### src/rtl/irq_pacer_pkg.sv
package irq_pacer_pkg;

    typedef enum logic {
        SEL_STATUS = 1'b0,
        SEL_CTRL   = 1'b1
    } reg_sel_e;

    typedef struct packed {
        logic       agg_en;
        logic [3:0] agg_sel;
        logic [2:0] gap_sel;
    } ctrl_t;

    localparam int unsigned AGG_BASE_US = 32;
    localparam int unsigned AGG_CODES   = 16;

    // approximate minimum gap per code, in nanoseconds
    function automatic int unsigned gap_ns(input logic [2:0] code);
        case (code)
            3'd0:    return 96;
            3'd1:    return 544;
            3'd2:    return 1060;
            3'd3:    return 2080;
            3'd4:    return 4130;
            3'd5:    return 8220;
            3'd6:    return 16420;
            default: return 32670;
        endcase
    endfunction

    // gap in clock cycles, rounded up, never below one
    function automatic int unsigned gap_cycles(input logic [2:0] code, input int unsigned mhz);
        int unsigned c;
        c = (gap_ns(code) * mhz + 999) / 1000;
        return (c == 0) ? 1 : c;
    endfunction

endpackage

### src/rtl/irq_status_bits.sv
module irq_status_bits #(
    parameter int unsigned N_SRC = 8
) (
    input  logic             clk,
    input  logic             rst_n,
    input  logic [N_SRC-1:0] src_i,
    input  logic [N_SRC-1:0] clr_mask_i,
    output logic [N_SRC-1:0] status_o
);

    typedef struct packed {
        logic [N_SRC-1:0] bits;
        logic [N_SRC-1:0] prev;
    } st_t;

    st_t st_d, st_q;

    always_comb begin
        st_d      = st_q;
        st_d.prev = src_i;
        // a fresh edge overrides a clear of the same bit
        st_d.bits = (st_q.bits & ~clr_mask_i) | (src_i & ~st_q.prev);
    end

    always_ff @(posedge clk) begin
        if (!rst_n) begin
            st_q <= '0;
        end else begin
            st_q <= st_d;
        end
    end

    assign status_o = st_q.bits;

endmodule

### src/rtl/irq_agg_timer.sv
module irq_agg_timer #(
    parameter int unsigned CLK_MHZ = 32
) (
    input  logic       clk,
    input  logic       rst_n,
    input  logic       en_i,
    input  logic [3:0] sel_i,
    input  logic       restart_i,
    output logic       expire_o
);
    import irq_pacer_pkg::*;

    localparam int unsigned BASE = AGG_BASE_US * CLK_MHZ;
    localparam int unsigned MAXP = BASE << (AGG_CODES - 1);
    localparam int unsigned CW   = (MAXP > 1) ? $clog2(MAXP) : 1;
    localparam logic [CW:0] BASE_W = (CW+1)'(BASE);

    typedef struct packed {
        logic [CW-1:0] cnt;
    } at_t;

    at_t at_d, at_q;
    logic [CW:0]   period;
    logic [CW-1:0] last;
    logic          at_end;

    always_comb begin
        period = BASE_W << sel_i;
        last   = CW'(period - 1'b1);
        at_end = (at_q.cnt == last);
        at_d   = at_q;
        if (restart_i || !en_i) begin
            at_d.cnt = '0;
        end else if (at_end) begin
            at_d.cnt = '0;
        end else begin
            at_d.cnt = at_q.cnt + 1'b1;
        end
    end

    always_ff @(posedge clk) begin
        if (!rst_n) begin
            at_q <= '0;
        end else begin
            at_q <= at_d;
        end
    end

    assign expire_o = en_i && at_end && !restart_i;

endmodule

### src/rtl/irq_gap_timer.sv
module irq_gap_timer #(
    parameter int unsigned CLK_MHZ = 32
) (
    input  logic       clk,
    input  logic       rst_n,
    input  logic       start_i,
    input  logic [2:0] sel_i,
    output logic       busy_o
);
    import irq_pacer_pkg::*;

    localparam int unsigned GMAX = gap_cycles(3'd7, CLK_MHZ);
    localparam int unsigned GW   = (GMAX > 1) ? $clog2(GMAX) : 1;

    typedef struct packed {
        logic [GW-1:0] cnt;
    } gt_t;

    gt_t gt_d, gt_q;

    always_comb begin
        gt_d = gt_q;
        if (start_i) begin
            // remaining wait after the de-assert edge, so assertion lands G cycles later
            gt_d.cnt = GW'(gap_cycles(sel_i, CLK_MHZ) - 1);
        end else if (gt_q.cnt != '0) begin
            gt_d.cnt = gt_q.cnt - 1'b1;
        end
    end

    always_ff @(posedge clk) begin
        if (!rst_n) begin
            gt_q <= '0;
        end else begin
            gt_q <= gt_d;
        end
    end

    assign busy_o = (gt_q.cnt != '0);

endmodule

### src/rtl/irq_pacer.sv
module irq_pacer #(
    parameter int unsigned N_SRC   = 8,
    parameter int unsigned CLK_MHZ = 32
) (
    input  logic             clk,
    input  logic             rst_n,
    input  logic [N_SRC-1:0] src_i,
    input  logic             wr_en_i,
    input  logic             wr_sel_i,
    input  logic [31:0]      wr_data_i,
    output logic [N_SRC-1:0] status_o,
    output logic [31:0]      ctrl_o,
    output logic             level_irq_o,
    output logic             msg_pulse_o,
    output logic             deassert_evt_o
);
    import irq_pacer_pkg::*;

    typedef struct packed {
        ctrl_t ctrl;
        logic  level;
        logic  msg;
        logic  deas;
    } top_t;

    top_t             top_d, top_q;
    logic             wr_status, wr_ctrl;
    logic [N_SRC-1:0] clr_mask;
    logic             deas_req;
    logic             pending;
    logic             agg_expire;
    logic             gap_busy;
    logic             fire;
    logic             unused_wr;

    assign wr_status = wr_en_i && (wr_sel_i == SEL_STATUS);
    assign wr_ctrl   = wr_en_i && (wr_sel_i == SEL_CTRL);
    assign clr_mask  = wr_status ? wr_data_i[N_SRC-1:0] : '0;
    assign deas_req  = |clr_mask;
    assign unused_wr = ^wr_data_i;

    irq_status_bits #(.N_SRC(N_SRC)) u_status (
        .clk       (clk),
        .rst_n     (rst_n),
        .src_i     (src_i),
        .clr_mask_i(clr_mask),
        .status_o  (status_o)
    );

    irq_agg_timer #(.CLK_MHZ(CLK_MHZ)) u_agg (
        .clk      (clk),
        .rst_n    (rst_n),
        .en_i     (top_q.ctrl.agg_en),
        .sel_i    (top_q.ctrl.agg_sel),
        .restart_i(wr_ctrl),
        .expire_o (agg_expire)
    );

    irq_gap_timer #(.CLK_MHZ(CLK_MHZ)) u_gap (
        .clk    (clk),
        .rst_n  (rst_n),
        .start_i(deas_req),
        .sel_i  (top_q.ctrl.gap_sel),
        .busy_o (gap_busy)
    );

    assign pending = |status_o;

    always_comb begin
        fire = !deas_req && !top_q.level && pending &&
               (top_q.ctrl.agg_en ? agg_expire : !gap_busy);

        top_d      = top_q;
        top_d.msg  = 1'b0;
        top_d.deas = deas_req;
        if (wr_ctrl) begin
            top_d.ctrl.agg_en  = wr_data_i[13];
            top_d.ctrl.agg_sel = wr_data_i[11:8];
            top_d.ctrl.gap_sel = wr_data_i[2:0];
        end
        if (deas_req) begin
            top_d.level = 1'b0;
        end else if (fire) begin
            top_d.level = 1'b1;
            top_d.msg   = 1'b1;
        end
    end

    always_ff @(posedge clk) begin
        if (!rst_n) begin
            top_q <= '0;
        end else begin
            top_q <= top_d;
        end
    end

    assign ctrl_o         = {18'b0, top_q.ctrl.agg_en, 1'b0, top_q.ctrl.agg_sel,
                             5'b0, top_q.ctrl.gap_sel};
    assign level_irq_o    = top_q.level;
    assign msg_pulse_o    = top_q.msg;
    assign deassert_evt_o = top_q.deas;

endmodule

### config.mk
export PLATFORM = sky130hd
export DESIGN_NAME = irq_pacer
export DESIGN_NICKNAME = d
export VERILOG_FILES = /design/src/rtl/irq_pacer_pkg.sv /design/src/rtl/irq_status_bits.sv /design/src/rtl/irq_agg_timer.sv /design/src/rtl/irq_gap_timer.sv /design/src/rtl/irq_pacer.sv
export SDC_FILE = /design/constraint.sdc
export NUM_CORES = 1
export LEC_CHECK = 0
export ABC_AREA = 1
export BUFFER_PORTS_ARGS = -buffer_cell sky130_fd_sc_hd__buf_2
export CORE_MARGIN = 3
export CORE_UTILIZATION = 50
export DETAILED_ROUTE_END_ITERATION = 8
export PLACE_DENSITY = 0.74
export SLEW_MARGIN = 20
export SYNTH_ARGS = -nofsm -noshare
export SYNTH_HDL_FRONTEND = slang
export SYNTH_SLANG_ARGS = --single-unit
### constraint.sdc
create_clock -name clk -period 5.19 [get_ports clk]
set_input_delay 0.7785 -clock clk [delete_from_list [all_inputs] [get_ports clk]]
set_output_delay 0.7785 -clock clk [all_outputs]
set_load 0.01 [all_outputs]
Word level (Yosys, flattened, before mapping) --
Index checks and enable logic that the tools add are counted.
Storage, ports and cells: input port bits 44, output and inout bits 43, register bits 63, word-level logic and storage cells 60
Operators by class: equality and inequality tests 7, bitwise gates (word level) 7, multiplexer cells 8, divide/modulo/power cells 1, add/subtract/negate cells 5, shift operators 1, reductions and logical operators 21
Operators with widths (count):
- $pmux W15 S7 | 1
- $mux W11 | 3
- $add A32 B10 Y32 const B | 1
- $div A32 B10 Y32 const B | 1
- $logic_not A32 Y1 | 1
- $mux W27 | 1
- $add A25 B1 Y25 const B | 1
- $eq A25 B25 Y1 | 1
- $shl A11 B4 Y25 const A | 1
- $sub A25 B1 Y25 const B | 1
- $sub A11 B1 Y11 const B | 2
- $and A8 B8 Y8 | 2
- $not A8 Y8 | 2
- $reduce_or A8 Y1 | 2
- $reduce_bool A11 Y1 | 1
- $eq A3 B3 Y1 const B | 3
- $reduce_or A9 Y1 | 1
- $mux W8 | 1
- $or A8 B8 Y8 | 1
- $logic_and A1 B1 Y1 | 7
- $eq A3 B2 Y1 const B | 2
- $logic_not A1 Y1 | 5
- $eq A3 B1 Y1 const B | 1
- $logic_not A3 Y1 | 1
- 5 further kinds | 7

Longest topological paths before layout --
word-level depth 11, gate-level depth with buffers 43, mapped depth without buffers 42

Cells and area by module --
From an unflattened synthesis, not the netlist that was laid out.
Second synthesis, totals: cell total of the unflattened synthesis 692, area total of the unflattened synthesis 4436.8 µm²
Modules (own cells, without submodules):
- irq_agg_timer | area each 1714.1 µm², cells each 280, instances 1
- irq_gap_timer | area each 1370.1 µm², cells each 219, instances 1
- irq_pacer | area each 719.4 µm², cells each 111, instances 1
- irq_status_bits | area each 633.1 µm², cells each 82, instances 1

Worst setup path before layout --
OpenSTA, ideal clock, no wires.
path type flip-flop to flip-flop, start point register top_q, in the netlist ctrl_o[1], end point register u_gap.gt_q[10] in the netlist's numbering, buffers on the path 1, arrival time 4.715 ns, cell stages (with the launch flop) 41, required time 5.112 ns, setup slack 0.398 ns, cell sequence dfxtp_1 -> buf_6 -> inv_4 -> nor2_8 -> nand2_1 -> inv_1 -> nor2_1 -> ha_1 -> inv_1 -> o21ai_0 -> nand2_1 -> inv_1 -> ha_1 -> nand3_2 -> a21oi_2 -> nand2_4 -> nand3b_1 -> nand2_4 -> [... 5 more ...] -> ha_1 -> or2_2 -> nand3_1 -> nor2_1 -> nand2_2 -> nand3_2 -> o21ai_1 -> nand3_2 -> nand2_4 -> ha_1 -> inv_1 -> nor2_1 -> nand2_1 -> nor2_1 -> nand2_1 -> nor2_1 -> a21boi_0 -> nor3_1
Between the ends: cells in the longest elaborated chain, start to end 9, elaborated cells between the ends (all ways) 15
RTL lines:
- start, declared | RTL line irq_pacer.sv:26 | top_t top_d, top_q;
- start signal, assigned | RTL line irq_pacer.sv:93 | top_q <= top_d;
- $eq A3 B3 Y1 (tied with other cells) | RTL line irq_pacer_pkg.sv:19 | case (code)
- $pmux W15 S7 * | RTL line irq_pacer_pkg.sv:19
- $mux W27 * | RTL line irq_gap_timer.sv:23 | if (start_i) begin
- $add A32 B10 Y32 * | RTL line irq_pacer_pkg.sv:34 | c = (gap_ns(code) * mhz + 999) / 1000;
- $div A32 B10 Y32 * | RTL line irq_pacer_pkg.sv:34
- $logic_not A32 Y1 | RTL line irq_pacer_pkg.sv:35 | return (c == 0) ? 1 : c;
- $mux W11 * | RTL line irq_pacer_pkg.sv:35
- $sub A11 B1 Y11 * | RTL line irq_gap_timer.sv:25 | gt_d.cnt = GW'(gap_cycles(sel_i, CLK_MHZ) - 1);
- $mux W11 * | RTL line irq_gap_timer.sv:23
- end signal, assigned | RTL line irq_gap_timer.sv:35 | gt_q <= gt_d;
- end, declared | RTL line irq_gap_timer.sv:19 | gt_t gt_d, gt_q;
Mark *: on every way between the ends. The rest lies on a longest branch, timed or not. The select of a mux whose other input is x is not followed. A chain may end at the register's enable or synchronous reset.

Final worst setup path --
start point register top_q, in the netlist ctrl_o[2], end point register u_gap.gt_q[10] in the netlist's numbering
The elaborated chain is that of the path after synthesis.

==> impl_table.tex <==
\begin{tabular}{lr}
\hline
Metric & Value \\
\hline
\multicolumn{2}{l}{\textbf{Status}} \\
\quad Outcome & complete, no violations \\
\multicolumn{2}{l}{\textbf{Floorplan}} \\
\quad Starting density of the core & 53.30\% \\
\quad Number of I/O pins & 87 \\
\quad Total Die Area & 0.009635 mm\^{}2 \\
\quad Total core area & 0.007968 mm\^{}2 \\
\quad Std-Cell Rows & 32 \\
\quad Die height & 98.16 um \\
\quad Chip width & 98.16 um \\
\multicolumn{2}{l}{\textbf{Drt}} \\
\quad Routed Antenna Nets & 0 \\
\quad Total Routed Length & 9117 um \\
\quad Detail-routed net length per standard cell & 11.92 um \\
\quad Via density per instance & 5.118 \\
\quad Met1 layer wirelength in the final routing & 4193 um \\
\quad Number of vias in the routed layout & 3915 \\
\quad Length of routed met3 wiring & 415 um \\
\quad First-pass iteration count of the detailed router & 5 \\
\quad Number of design rule violations left after detail routing & 0 \\
\quad Highest metal layer with signal wires & met4 \\
\quad Met2 Wirelength & 4409 um \\
\quad Number of design-rule violations left by the first detailed-router iteration & 224 \\
\multicolumn{2}{l}{\textbf{Global route}} \\
\quad First-pass GRT wire length & 15930 um \\
\quad Maximum number of pins on one net before global-route repair & 29 \\
\quad Aggregate global routing overflow & 0 \\
\quad Vias in the first global route & 3725 \\
\quad Total routing resource utilization after global routing & 19.10\% \\
\quad Antenna violations before repair & 0 \\
\multicolumn{2}{l}{\textbf{Clock network}} \\
\quad Maximum clock insertion buffer count & 2 \\
\quad Hold buffers post-CTS & 0 \\
\quad Worst-skew pair later-pin latency & 0.33 ns \\
\quad Root Buffer & clkbuf\_8 \\
\quad Total CTS buffers & 9 \\
\quad Clock-pin slew reported for the worst setup and hold paths after clock tree synthesis & 0.07 ns \\
\quad CTS H-tree depth & 3 \\
\quad Sinks on the clock net & 63 \\
\quad TritonCTS clock tree & yes \\
\multicolumn{2}{l}{\textbf{Timing}} \\
\quad Final setup vio count & 0 \\
\quad Hold\_ws & 0.4182 ns \\
\quad Maximum achievable frequency & 0.2078 GHz \\
\quad Max\_slew headroom & 39.10\% \\
\quad Setup clock skew after layout & 0.008419 ns \\
\quad Worst slew pin tran & 0.9110 ns \\
\quad Total Neg Setup Slack & 0 ns \\
\quad Period Utilization, post-route & 92.71\% \\
\quad Final period demand of the worst path & 4.812 ns \\
\quad Final count of pins violating max slew & 0 \\
\quad Hold Vio Cnt, Final & 0 \\
\multicolumn{2}{l}{\textbf{Setup path}} \\
\quad Cell with the largest stage delay on the worst path & dfxtp\_4 \\
\quad Startpoint kind of the worst setup timing path & flop \\
\quad Biggest fanout along the worst timing path & 6 \\
\quad Largest stage delay, worst path & 0.37 ns \\
\quad Crit path buffers/inverters & 5 \\
\quad Critical Path RT & 5.44 ns \\
\quad Kind of cell adding the most delay to the critical path & simple AND/OR/NAND/NOR gates \\
\quad Worst reg-to-reg setup slack & 0.38 ns \\
\quad Launch instance of the worst register-to-register path & ctrl\_o[2] \\
\quad Register-to-Register Path Depth & 37 \\
\quad Crit Reg-Reg Endpoint & u\_gap.gt\_q[10] \\
\quad Crit path kind & flop to flop \\
\quad Worst Path Arrival & 5.06 ns \\
\quad Type of element capturing the critical path & flop \\
\multicolumn{2}{l}{\textbf{Yosys}} \\
\quad Mean area per synthesized cell & 6.939 um\^{}2 \\
\quad Most frequently used flop master after synthesis & dfxtp\_1 \\
\quad Gate Count Post-Synth & 612 \\
\quad Proportion of synthesized area in mux cells & 0\% \\
\quad Complex-gate fraction of the synthesized area & 11.81\% \\
\quad Area share of and/or/nand/nor cells after synthesis & 35.06\% \\
\quad Post-synth EDFFs & 0 \\
\quad Yosys warnings & 0 \\
\quad Main combinational cell family by area after synthesis & simple AND/OR/NAND/NOR gates \\
\quad Adder-cell area share of the yosys netlist & 3.830\% \\
\quad Share of flip-flops with an asynchronous set or reset after synthesis & 0\% \\
\quad Number of distinct library cells after synthesis & 48 \\
\quad Part of the Yosys area used for sequential elements & 29.70\% \\
\quad Synthesized area & 0.004247 mm\^{}2 \\
\quad Flip-flop and latch count after synthesis & 63 \\
\quad Share of the synthesized netlist area taken by xor and xnor gates & 3.300\% \\
\multicolumn{2}{l}{\textbf{Power and ir drop}} \\
\quad Clock network fraction of total power & 31.6\% \\
\quad Switching power summed over all nets & 492.7 uW \\
\quad Power density over the cells & 306.9 mW/mm\^{}2 \\
\quad Cell Int Power & 957.3 uW \\
\quad Leakage power & 0.002207 uW \\
\quad Combinational share of power & 30.2\% \\
\quad VDD IR max & 0.2858 mV \\
\quad Sequential share of power & 38.2\% \\
\quad Total power & 1450 uW \\
\quad Switching part of the total & 33.98\% \\
\multicolumn{2}{l}{\textbf{Final layout}} \\
\quad Filler instances & 772 \\
\quad \# diodes & 0 \\
\quad Final design utilization & 59.30\% \\
\quad Proportion of layout cells with a drive suffix above 1 & 20.36\% \\
\quad Number of nets in the final layout & 715 \\
\quad Relative area change from synthesis to final layout & 11.26\% \\
\multicolumn{2}{l}{\textbf{Min path}} \\
\quad Worst hold path stage count & 1 \\
\quad Hold Crit Start & u\_status.st\_q[3] \\
\quad Class of the most critical hold timing path & flop to flop \\
\quad Hold worst-path end & u\_status.status\_o[3] \\
\multicolumn{2}{l}{\textbf{Placed design}} \\
\quad Number of port buffers & 43 \\
\quad Placer's final routability congestion estimate & 0.9213 \\
\quad HPWL after detailed placement & 7115 um \\
\multicolumn{2}{l}{\textbf{Flow run}} \\
\quad Number of violations of the max-capacitance limit & 0 \\
\hline
\end{tabular}
-- worst max-delay path by stage --
| stage | start | end | slack (ns) | cells past startpoint |
|---|---|---|---|---|
| after global placement | ctrl_o[2] | u_gap.gt_q[10] | 0.21 | 38 |
| after global routing | ctrl_o[1] | u_gap.gt_q[10] | -0.03 | 39 |
| after detailed placement | ctrl_o[2] | u_gap.gt_q[10] | -0.001 | 38 |
| after CTS | ctrl_o[2] | u_gap.gt_q[10] | 0.10 | 38 |
| after floorplan | ctrl_o[1] | u_gap.gt_q[10] | 0.40 | 40 |
| final | ctrl_o[2] | u_gap.gt_q[10] | 0.38 | 37 |
-- registers in the layout, indices dropped and copies added, names as in the netlist --
register / count
ctrl_o: 8
deassert_evt_o: 1
level_irq_o: 1
msg_pulse_o: 1
u_agg.at_q: 25
u_gap.gt_q: 11
u_status.st_q: 8
u_status.status_o: 8
-- stage by stage --
stage | cell area [um^2] | std cells | worst slack (ns)
6_report | 4725 | 765 | 0.3784
5_1_grt | 4725 | 765 | -0.03070
4_1_cts | 4664 | 763 | 0.1038
3_5_place_dp | 4451 | 747 | -0.001457
3_3_place_gp | 4451 | 747 | 0.2134
2_1_floorplan | 4333 | 635 | 0.3975
-- timing repair --
| action | in CTS | in global routing |
|---|---|---|
| setup buffers | 0 | 2 |
| pin swaps | 0 | 6 |
| resized for setup | 1 | 19 |
| setup endpoints to repair | 1 | 4 |
-- power groups by stage --
stage,clock [uW],sequential [uW],combinational [uW]
floorplan,0,559,344
global placement,0,564,404
detailed placement,0,566,418
CTS,462,556,421
global route,489,560,494
finish,458,555,438
-- metal layers --
layer	vias up	GRT usage [%]
li1	2006	-
met1	1783	24.54
met2	114	32.88
met3	12	3.571
met4	0	5.042
met5	-	0
-- kinds of logic (layout without fill, tap and decap cells) --
family	Yosys count	in the layout
XOR/XNOR	16	16
flip-flops	63	63
AND/OR/NAND/NOR	292	292
adder cells (fa/ha/maj)	13	13
other	1	24
buffers and inverters	142	170
AO/OA/AOI/OAI	85	85
-- Yosys cell counts (3+ instances only) --
| cell type | instances | area (um^2) |
|---|---|---|
| nand3_2 | 8 | 80.08 |
| o21ai_0 | 36 | 180.2 |
| nand4_1 | 9 | 56.30 |
| inv_1 | 91 | 341.6 |
| nor2_1 | 61 | 229.0 |
| nand2_1 | 109 | 409.1 |
| nand2_4 | 7 | 78.83 |
| xor2_1 | 15 | 131.4 |
| a21oi_1 | 29 | 145.1 |
| nor3_1 | 13 | 65.06 |
| nor4_1 | 4 | 25.02 |
| clkbuf_1 | 7 | 26.28 |
| nor2_4 | 3 | 33.78 |
| ha_1 | 13 | 162.7 |
| nor3b_1 | 14 | 105.1 |
| buf_4 | 33 | 247.7 |
| a31oi_1 | 3 | 18.77 |
| nand2_2 | 11 | 68.82 |
| or2_2 | 3 | 18.77 |
| nand3_1 | 36 | 180.2 |
| dfxtp_1 | 63 | 1261 |
| nand3b_1 | 5 | 37.54 |
| buf_6 | 3 | 33.78 |
| buf_2 | 3 | 15.01 |
-- cell type report --
type / instances / area, um^2 / area share, %
tap: 102 / 127.6 / 2.701
multi-input combinational: 430 / 2421 / 51.24
timing repair buffer: 58 / 327.8 / 6.939
clock inverter: 6 / 85.08 / 1.801
sequential: 63 / 1270 / 26.88
clock buffer: 10 / 127.6 / 2.701
inverter: 96 / 365.4 / 7.733
-- worst reg2reg max path, delay by kind of cell, from the launching register on --
family                   cells  cell delay, ns
buffers and inverters        5            0.29
XOR/XNOR                     1            0.18
AO/OA/AOI/OAI                5            0.63
adder cells (fa/ha/maj)      5            1.05
AND/OR/NAND/NOR             21            2.20
flip-flops                   1            0.37
-- cells in the final DEF (no fill, tap or decap), types with 7 or more instances in the layout --
cell,instances
nand3_1,36
nand3_2,8
inv_1,90
nand2_1,106
buf_2,43
nor3b_1,14
clkbuf_8,9
xor2_1,15
a21oi_1,28
dfxtp_1,60
nand2_2,14
conb_1,24
buf_4,15
nor3_1,13
nor2_1,58
o21ai_0,34
nand4_1,9
nand2_4,7
ha_1,12
Power figures use the tool's default switching activity.
